`src/rtl/sag_pkg.sv`:
```
package sag_pkg;
    localparam int FLD_W       = 10;
    localparam int WIN_W       = 3 * FLD_W;
    localparam int MOD_LSB     = 2 * FLD_W;
    localparam int HGT_LSB     = FLD_W;
    localparam int WID_LSB     = 0;
    localparam int MODE_W      = 4;
    localparam int MODE_EN_BIT = 0;
    localparam int MODE_DB_BIT = 1;
    localparam int PIX_LSB     = 2;

    typedef enum logic [1:0] {
        S_IDLE = 2'd0,
        S_GAP  = 2'd1,
        S_LINE = 2'd2,
        S_DONE = 2'd3
    } sag_state_e;

    typedef struct packed {
        logic [FLD_W-1:0] modulo;
        logic [FLD_W-1:0] height_m1;
        logic [FLD_W-1:0] width_m1;
        logic             dbl;
        logic [1:0]       pix_code;
    } sag_cfg_t;
endpackage

```
`src/rtl/sag_cfg_latch.sv`:
```
module sag_cfg_latch
    import sag_pkg::*;
(
    input  logic                   clk,
    input  logic                   rst_n,
    input  logic                   load,
    input  logic [WIN_W-1:0]       win_i,
    input  logic [MODE_W-1:0]      mode_i,
    output sag_cfg_t               cfg_o
);
    always_ff @(posedge clk or negedge rst_n) begin
        if (!rst_n) begin
            cfg_o <= '0;
        end else if (load) begin
            cfg_o.modulo    <= win_i[MOD_LSB +: FLD_W];
            cfg_o.height_m1 <= win_i[HGT_LSB +: FLD_W];
            cfg_o.width_m1  <= win_i[WID_LSB +: FLD_W];
            cfg_o.dbl       <= mode_i[MODE_DB_BIT];
            cfg_o.pix_code  <= mode_i[PIX_LSB +: 2];
        end
    end
endmodule

```
`src/rtl/sag_limit_counter.sv`:
```
module sag_limit_counter #(
    parameter int W = 10
) (
    input  logic         clk,
    input  logic         rst_n,
    input  logic         clr,
    input  logic         inc,
    input  logic [W-1:0] limit,
    output logic [W-1:0] count,
    output logic         at_limit
);
    localparam logic [W-1:0] ONE = W'(1);

    always_ff @(posedge clk or negedge rst_n) begin
        if (!rst_n)   count <= '0;
        else if (clr) count <= '0;
        else if (inc) count <= count + ONE;
    end

    assign at_limit = (count == limit);

    assert_count_in_range_R5: assert property (@(posedge clk) disable iff (!rst_n)
        (inc && !clr) |-> (count < limit));
endmodule

```
`src/rtl/sag_addr_fsm.sv`:
```
module sag_addr_fsm
    import sag_pkg::*;
#(
    parameter int ADDR_W = 22
) (
    input  logic              clk,
    input  logic              rst_n,
    input  logic              en,
    input  logic              field_start,
    input  logic              field_odd,
    input  logic              line_start,
    input  logic              word_adv,
    input  logic [ADDR_W-1:0] long_start,
    input  logic [ADDR_W-1:0] short_start,
    input  sag_cfg_t          cfg,
    input  logic              w_last,
    input  logic              l_last,
    output logic              field_go,
    output logic              w_clr,
    output logic              w_inc,
    output logic              l_inc,
    output logic [ADDR_W-1:0] fetch_addr,
    output logic              fetch_valid
);
    localparam logic [ADDR_W-1:0] ONE = ADDR_W'(1);

    sag_state_e        state_q, state_d;
    logic [ADDR_W-1:0] cur_q, base_q;
    logic              rep_q;
    logic              step, pass_done;
    logic [ADDR_W-1:0] mod_ext, next_line;

    assign field_go  = en && field_start;
    assign step      = en && !field_start && (state_q == S_LINE) && word_adv;
    assign pass_done = !cfg.dbl || rep_q;
    assign mod_ext   = {{(ADDR_W-FLD_W){1'b0}}, cfg.modulo};
    assign next_line = cur_q + mod_ext;

    assign w_clr = field_go || (state_q != S_LINE);
    assign w_inc = step && !w_last;
    assign l_inc = step && w_last && pass_done && !l_last;

    // next-state logic
    always_comb begin
        state_d = state_q;
        if (!en) begin
            state_d = S_IDLE;
        end else if (field_start) begin
            state_d = S_GAP;
        end else begin
            unique case (state_q)
                S_IDLE: state_d = S_IDLE;
                S_GAP:  if (line_start) state_d = S_LINE;
                S_LINE: if (word_adv && w_last)
                            state_d = (pass_done && l_last) ? S_DONE : S_GAP;
                S_DONE: state_d = S_DONE;
            endcase
        end
    end

    // state register
    always_ff @(posedge clk or negedge rst_n) begin
        if (!rst_n) state_q <= S_IDLE;
        else        state_q <= state_d;
    end

    // address registers
    always_ff @(posedge clk or negedge rst_n) begin
        if (!rst_n) begin
            cur_q  <= '0;
            base_q <= '0;
            rep_q  <= 1'b0;
        end else if (field_go) begin
            cur_q  <= field_odd ? short_start : long_start;
            base_q <= field_odd ? short_start : long_start;
            rep_q  <= 1'b0;
        end else if (step) begin
            if (!w_last) begin
                cur_q <= cur_q + ONE;
            end else if (!pass_done) begin
                cur_q <= base_q;
                rep_q <= 1'b1;
            end else begin
                cur_q  <= next_line;
                base_q <= next_line;
                rep_q  <= 1'b0;
            end
        end
    end

    // outputs
    always_comb begin
        fetch_addr  = cur_q;
        fetch_valid = (state_q == S_LINE);
    end

    assert_field_load_R2: assert property (@(posedge clk) disable iff (!rst_n)
        field_go |=> (!fetch_valid &&
                      fetch_addr == ($past(field_odd) ? $past(short_start) : $past(long_start))));

    assert_word_step_R3: assert property (@(posedge clk) disable iff (!rst_n)
        (step && !w_last) |=> (fetch_valid && fetch_addr == $past(fetch_addr) + ONE));

    assert_line_stride_R4: assert property (@(posedge clk) disable iff (!rst_n)
        (step && w_last && pass_done) |=> (!fetch_valid && fetch_addr == $past(fetch_addr) + mod_ext));

    assert_repeat_line_R9: assert property (@(posedge clk) disable iff (!rst_n)
        (step && w_last && !pass_done) |=> (fetch_addr == $past(base_q)));

    assert_done_quiet_R5: assert property (@(posedge clk) disable iff (!rst_n)
        (state_q == S_DONE && !field_go) |=> !fetch_valid);

    assert_disable_R8: assert property (@(posedge clk) disable iff (!rst_n)
        !en |=> !fetch_valid);
endmodule

```
`src/rtl/scan_addr_gen.sv`:
```
module scan_addr_gen
    import sag_pkg::*;
#(
    parameter int ADDR_W = 22
) (
    input  logic              clk,
    input  logic              rst_n,
    input  logic [ADDR_W-1:0] long_start_i,
    input  logic [ADDR_W-1:0] short_start_i,
    input  logic [WIN_W-1:0]  win_size_i,
    input  logic [MODE_W-1:0] disp_mode_i,
    input  logic              field_start_i,
    input  logic              field_odd_i,
    input  logic              line_start_i,
    input  logic              word_adv_i,
    output logic [ADDR_W-1:0] fetch_addr_o,
    output logic              fetch_valid_o,
    output logic [1:0]        pix_code_o
);
    sag_cfg_t         cfg;
    logic             field_go, w_clr, w_inc, l_inc, w_last, l_last;
    logic [FLD_W-1:0] w_cnt, l_cnt;

    sag_cfg_latch u_cfg (
        .clk    (clk),
        .rst_n  (rst_n),
        .load   (field_go),
        .win_i  (win_size_i),
        .mode_i (disp_mode_i),
        .cfg_o  (cfg)
    );

    sag_limit_counter #(.W(FLD_W)) u_word_cnt (
        .clk      (clk),
        .rst_n    (rst_n),
        .clr      (w_clr),
        .inc      (w_inc),
        .limit    (cfg.width_m1),
        .count    (w_cnt),
        .at_limit (w_last)
    );

    sag_limit_counter #(.W(FLD_W)) u_line_cnt (
        .clk      (clk),
        .rst_n    (rst_n),
        .clr      (field_go),
        .inc      (l_inc),
        .limit    (cfg.height_m1),
        .count    (l_cnt),
        .at_limit (l_last)
    );

    sag_addr_fsm #(.ADDR_W(ADDR_W)) u_fsm (
        .clk         (clk),
        .rst_n       (rst_n),
        .en          (disp_mode_i[MODE_EN_BIT]),
        .field_start (field_start_i),
        .field_odd   (field_odd_i),
        .line_start  (line_start_i),
        .word_adv    (word_adv_i),
        .long_start  (long_start_i),
        .short_start (short_start_i),
        .cfg         (cfg),
        .w_last      (w_last),
        .l_last      (l_last),
        .field_go    (field_go),
        .w_clr       (w_clr),
        .w_inc       (w_inc),
        .l_inc       (l_inc),
        .fetch_addr  (fetch_addr_o),
        .fetch_valid (fetch_valid_o)
    );

    assign pix_code_o = cfg.pix_code;

    assert_pix_stable_R6: assert property (@(posedge clk) disable iff (!rst_n)
        !field_go |=> $stable(pix_code_o));

    assert_pix_load_R7: assert property (@(posedge clk) disable iff (!rst_n)
        field_go |=> (pix_code_o == $past(disp_mode_i[PIX_LSB +: 2])));

    assert_counts_bounded_R5: assert property (@(posedge clk) disable iff (!rst_n)
        (w_cnt <= cfg.width_m1) && (l_cnt <= cfg.height_m1));
endmodule

```
`config.mk`:
```
export PLATFORM = sky130hd
export DESIGN_NAME = scan_addr_gen
export DESIGN_NICKNAME = d
export VERILOG_FILES = /design/src/rtl/sag_pkg.sv /design/src/rtl/sag_cfg_latch.sv /design/src/rtl/sag_limit_counter.sv /design/src/rtl/sag_addr_fsm.sv /design/src/rtl/scan_addr_gen.sv
export SDC_FILE = /design/constraint.sdc
export NUM_CORES = 1
export LEC_CHECK = 0
export CAP_MARGIN = 0
export CORE_ASPECT_RATIO = 0.5
export CORE_MARGIN = 4
export CORE_UTILIZATION = 59
export DETAILED_ROUTE_END_ITERATION = 7
export HOLD_SLACK_MARGIN = 0.05
export PLACE_DENSITY = 0.83
export SYNTH_ARGS = -nofsm -noshare
export SYNTH_HDL_FRONTEND = slang
export SYNTH_SLANG_ARGS = --single-unit
```
`constraint.sdc`:
```
create_clock -name clk -period 7.6 [get_ports clk]
set_input_delay 0.76 -clock clk [delete_from_list [all_inputs] [get_ports clk]]
set_output_delay 0.76 -clock clk [all_outputs]
set_load 0.01 [all_outputs]
```
==> impl_metrics.yaml, run 1 <==
outcome:
  outcome: "complete, no violations"
grt:
  grt_max_degree: 70
  grt_pass1_vias: 6165
  grt_use_total_pct: 29.1
  antenna_found_initial: 0
  grt_pass1_wl_mm: 30.7
  overflow: 0
routing:
  drt_iter0_drc: 575
  routedWlPerCell_um: 18.6
  vias_per_cell: 6.30
  wirelength_mm: 19.1
  first_pass_iters: 6
  drc: 0
  via_count: 6441
  ant_nets: 0
yosys:
  synth.cell_area_um2: 6640
  synth_edf_count: 0
  synth_area_leaders: "dfrtp_1, nand2_1, xor2_1"
  synth_seq_cells: 100
  yosysTopAreaCellShare_pct: 37.7
  syn_area_per_cell_um2: 8.33
  syn_nets: 895
  yosys_warnings: 0
  synth_area_leader_cell: "dfrtp_1"
  ys.flop_type: "dfrtp_1"
  yosysSeqAreaShare_pct: 37.7
  synth_cells: 797
  async_reset_ff_share_pct: 100
  ys_types: 67
setup_path:
  worstRegToRegCells: 8
  endpoint_kind: "flop"
  crit_required_ns: 7.89
  cpMaxStageDelayCell: "o31ai_4"
  r2r-end: "u_fsm.fetch_addr[14]$_DFFE_PN0P_"
  cp-start-kind: "flop"
  reg2reg_setup_slack_ns: 4.35
  worst_ep_arrival_time_ns: 3.54
  crit_chain: "ha_1 > fa_1 > a211oi_1 > nor3_1 > o31ai_4 > o21ai_0 > a2111o_1 > nand3_1"
  cp-startpoint: "u_fsm.fetch_addr[0]$_DFFE_PN0P_"
  critical_path_class: "reg -> reg"
  crit_fanout: 17
  crit-reg2reg-launch: "u_fsm.fetch_addr[0]$_DFFE_PN0P_"
  slowest_delay_ns: 0.71
clock_network:
  cts.sinks: 100
  cts-htree-levels: 3
  cts_root_buf: "clkbuf_16"
  holdBufCountCts: 0
  cts-resized-gates: 0
  clockBufferDepth: 2
  post-cts-setup-buffers: 0
  cts_made_buffers: 9
  cts_tree: "done"
  clk_latency_ns: 0.36
  clk_pin_slew_ns: 0.08
sta:
  clock_skew_ns: 0.0100
  finalSetupViolations: 0
  maxSlewViolCount: 0
  worst_pin_slew_ns: 1.10
  min_period_ns: 3.25
  setup_ws_ns: 4.35
  slew_headroom_pct: 26.0
  fmax_ghz: 0.307
  hold_viol: 0
  period_share_pct: 42.8
  rsz0062_at_grt: "no"
  tns_ns: 0
place:
  dp_slack_ns: 3.92
  port_buffers: 108
  dp_hpwl_mm: 12.9
  gp_congestion: 0.928
power:
  ir_drop_uv: 109
  powerDensity_nw_per_um2: 197
  p_leak_nw: 3.38
flow_run:
  maxCapViolCount: 0
die:
  start_util_pct: 60.4
  die_height_um: 83.0
  die_x_um: 158
  design.core.area_um2: 11000
  rows: 27
  ios: 109
  die_area_um2: 13100
finish:
  drive_above_1_share_pct: 6.27
  fin_nets: 970
  n_antenna_cell: 0
  syn_to_final_growth_pct: 21.3
  fin_util_pct: 73.3
worst_hold_path:
  min-delay-path-class: "in -> async"
==> kinds of logic after synthesis <==
family | Yosys count | synth area share, %
AND/OR/NAND/NOR | 359 | 25.8
AO/OA/AOI/OAI | 184 | 18.6
flip-flops | 100 | 37.7
buffers and inverters | 61 | 4.02
XOR/XNOR | 54 | 7.13
multiplexers | 25 | 3.98
adder cells (fa/ha/maj) | 14 | 2.75
==> critical path: cells and delay by family (launching register included) <==
kind,cells,cell delay [ns]
flip-flops,1,0.45
AO/OA/AOI/OAI,4,1.72
adder cells (fa/ha/maj),2,0.76
AND/OR/NAND/NOR,2,0.26
==> Yosys cell counts, drive strengths merged (14+ instances only) <==
cell type / number
a31oi: 16
nand2: 172
o21ai: 46
nand4: 20
nor4: 16
xnor2: 18
buf: 17
nor2: 51
mux2i: 14
dfrtp: 100
nand3: 29
clkbuf: 38
a21oi: 37
xor2: 36
nor3: 20
==> layout make-up <==
cell class	instances	area (µm²)
Sequential cell	100	2500
Clock inverter	7	77.6
Inverter	6	22.5
Multi-Input combinational cell	636	3880
Fill cell	857	2930
Tap cell	145	181
Clock buffer	9	225
Timing Repair Buffer	119	1160
==> where the power goes <==
group          total (W)  switching, W  internal [W]  leakage, nW
registers       0.000665     0.0000766      0.000589         1.25
clock network   0.000473      0.000239      0.000235        0.150
logic           0.000448      0.000246      0.000202         1.98
==> stage by stage <==
step	instances	total power (W)	hold slack, ns	cell area [µm²]
after floorplan	797	0.000933	0.447	6640
after global placement	1006	0.00110	0.461	7740
after global routing	1022	0.00166	0.365	8050
after CTS	1022	0.00158	0.358	8040
final	1022	0.00159	0.335	8050
after detailed placement	1006	0.00111	0.464	7740
==> routing by layer <==
| layer | part of all wire (%) | global-route usage (%) |
|---|---|---|
| met5 | 0 | 0 |
| met4 | 1.9 | 8.20 |
| met3 | 11 | 7.96 |
| met2 | 45 | 45.1 |
| met1 | 42 | 40.4 |
==> cells in the final DEF (no fill, tap or decap), drive strengths merged, types with 5 or more instances in the layout <==
cell type / netlist / final
a21o: 5 / 5
dfrtp: 100 / 100
clkdlybuf4s50: 0 / 107
o311ai: 5 / 5
buf: 17 / 12
xor2: 36 / 36
nand3: 29 / 29
o211ai: 11 / 11
or3: 6 / 6
o21a: 5 / 5
nor2b: 7 / 7
mux2: 11 / 11
nor4: 16 / 16
and2: 7 / 7
o31a: 6 / 6
xnor2: 18 / 18
clkbuf: 38 / 9
a31oi: 16 / 16
nand2b: 5 / 5
a211oi: 9 / 9
nand4: 20 / 20
nor2: 51 / 51
nor3: 20 / 20
ha: 13 / 13
o21ai: 46 / 46
and3: 8 / 8
nand2: 172 / 172
o31ai: 7 / 7
a21oi: 37 / 37
mux2i: 14 / 14
and4: 8 / 8
inv: 6 / 10
==> worst max path at each step <==
stage	endpoint	slack, ns
after floorplan	u_fsm.fetch_addr[14]$_DFFE_PN0P_	4.86
after global placement	u_word_cnt.count[3]$_DFFE_PN0P_	4.02
after detailed placement	u_word_cnt.count[3]$_DFFE_PN0P_	3.92
after CTS	u_word_cnt.count[3]$_DFFE_PN0P_	4.26
after global routing	u_fsm.base_q[14]$_DFFE_PN0P_	4.13
final	u_fsm.fetch_addr[14]$_DFFE_PN0P_	4.35
==> state kept, by name (all words and copies together) (netlist names) <==
| name | flops |
|---|---|
| u_cfg.cfg_o | 33 |
| u_fsm.base_q | 22 |
| u_fsm.fetch_addr | 22 |
| u_fsm.rep_q | 1 |
| u_fsm.state_q | 2 |
| u_line_cnt.count | 10 |
| u_word_cnt.count | 10 |
Power figures use the tool's default switching activity.
==> run 2, diff against run 1 <==
- CORE_UTILIZATION: 59 -> 49
- PLACE_DENSITY: 0.83 -> 0.73
- clock period: 7.6 -> 2.9 ns (I/O delays scaled with it)
==> impl_metrics.yaml, run 2 (same netlist as run 1, synthesis figures left out) <==
die:
  die_area_um2: 15600
  rows: 29
  start_util_pct: 51.2
  die_x_um: 173
  design.core.area_um2: 13000
  ios: 109
  die_height_um: 90.3
finish:
  syn_to_final_growth_pct: 25.5
  final_common_cell: "nand2_1"
  nFillCells: 1122
  n_antenna_cell: 0
  regArea_um2: 2500
  drive_above_1_share_pct: 9.08
  layout_common_cells: "nand2_1, clkdlybuf4s50_1, dfrtp_1"
  fin_nets: 996
  max_flop_register: "u_cfg.cfg_o"
  multi_input_area_um2: 3890
  finalNonFillerCells: 1073
  largest_reg_flops: 33
clock_network:
  clockBufferDepth: 2
  post-cts-setup-buffers: 0
  clk_latency_ns: 0.36
  cts-htree-levels: 3
  cts.sinks: 100
  cts_root_buf: "clkbuf_16"
  cts_made_buffers: 9
  clk_pin_slew_ns: 0.08
  cts_tree: "done"
setup_path:
  cpMaxStageDelayCell: "fa_1"
  r2r-end: "u_fsm.base_q[14]$_DFFE_PN0P_"
  critical_path_class: "reg -> reg"
  crit_fanout: 13
  worstRegToRegCells: 9
  slowest_delay_ns: 0.45
  cp-start-kind: "flop"
  reg2reg_setup_slack_ns: 0.12
  crit_chain: "ha_1 > fa_1 > a211oi_2 > nor3_2 > o31ai_4 > buf_4 > nand2b_1 > xor2_1 > a221oi_1"
  crit-reg2reg-launch: "u_fsm.fetch_addr[0]$_DFFE_PN0P_"
  endpoint_kind: "flop"
  worst_ep_arrival_time_ns: 3.04
  crit_required_ns: 3.16
sta:
  maxSlewViolCount: 0
  slew_headroom_pct: 54.1
  period_share_pct: 95.7
  worst_pin_slew_ns: 0.688
  clock_skew_ns: 0.00989
  tns_ns: 0
  finalSetupViolations: 0
  setup_ws_ns: 0.125
  hold_viol: 0
  whs_ns: 0.447
  fmax_ghz: 0.360
  rsz0062_at_grt: "no"
  min_period_ns: 2.78
power:
  fin_total_pwr_w: 0.00423
  powerDensity_nw_per_um2: 508
  p_leak_nw: 3.52
  ir_drop_uv: 262
routing:
  drc: 0
  vias_per_cell: 6.09
  route.met2.wl_mm: 9.20
  top_layer: "met4"
  ant_nets: 0
  first_pass_iters: 6
  routedWlPerCell_um: 19.5
  wirelength_mm: 20.9
  drt_iter0_drc: 614
  via_count: 6538
  wl_met1_mm: 9.53
  route.met3.wl_mm: 1.80
grt:
  antenna_found_initial: 0
  grt_max_degree: 55
  grt_pass1_wl_mm: 33.3
  grt_pass1_vias: 6209
  overflow: 0
  grt_use_total_pct: 26.5
place:
  gp_congestion: 0.913
  port_buffers: 108
  dp_hpwl_mm: 15.1
  dp_slack_ns: 0.0471
  place_inst: 1056
worst_hold_path:
  min-delay-path-class: "in -> reg"
  min_from: "win_size_i[12]"
  min_to: "u_cfg.cfg_o[15]$_DFFE_PN0P_"
  hold_depth: 3
outcome:
  outcome: "complete, no violations"
flow_run:
  maxCapViolCount: 0
[run 2: report_power, final]
group / switching, W / internal (W)
clock network: 0.000623 / 0.000607
registers: 0.000169 / 0.00154
logic: 0.000705 / 0.000585
total: 0.00150 / 0.00274
[run 2: repair_timing]
| item | 4_1_cts | 5_1_grt |
|---|---|---|
| resized for setup | 0 | 4 |
| hold buffers | 1 | 0 |
| endpoints found under the hold margin | 46 | 0 |
| setup endpoints to repair | 0 | 8 |
[run 2: worst max path at each step]
stage,startpoint,end,slack [ns]
finish,u_fsm.fetch_addr[0]$_DFFE_PN0P_,u_fsm.base_q[14]$_DFFE_PN0P_,0.12
global route,u_fsm.fetch_addr[0]$_DFFE_PN0P_,u_fsm.base_q[14]$_DFFE_PN0P_,0.04
CTS,u_fsm.fetch_addr[0]$_DFFE_PN0P_,u_fsm.base_q[14]$_DFFE_PN0P_,0.05
detailed placement,u_fsm.fetch_addr[0]$_DFFE_PN0P_,u_fsm.base_q[14]$_DFFE_PN0P_,0.05
global placement,u_fsm.fetch_addr[0]$_DFFE_PN0P_,u_fsm.base_q[14]$_DFFE_PN0P_,0.17
floorplan,u_fsm.fetch_addr[0]$_DFFE_PN0P_,u_fsm.fetch_addr[14]$_DFFE_PN0P_,0.16
[run 2: per-layer routing]
metal | GRT usage (%) | vias to the layer above
met3 | 5.69 | 40
met5 | 0 | -
met2 | 40.8 | 320
met4 | 6.11 | 0
li1 | - | 3080
met1 | 38.4 | 3098
[run 2: final cells by class]
class	instances	share of cell area, %
Clock buffer	9	2.70
Clock inverter	7	0.811
Inverter	6	0.270
Multi-Input combinational cell	636	46.7
Sequential cell	100	30.0
Tap cell	170	2.55
Timing Repair Buffer	145	16.9
[run 2: through the flow]
| stage | area, µm² | utilization [%] |
|---|---|---|
| floorplan | 6640 | - |
| global placement | 8010 | 61.8 |
| detailed placement | 8010 | 61.8 |
| CTS | 8310 | 64.2 |
| global route | 8330 | 64.3 |
| finish | 8330 | 64.3 |
[run 2: critical path, delay by kind of cell, from the launching register on]
family          cells  cell delay (ns)
buf+inv             1             0.24
flops               1             0.39
simple gates        2             0.39
compound gates      3             0.86
xor+xnor            1             0.10
fa+ha+maj           2             0.70
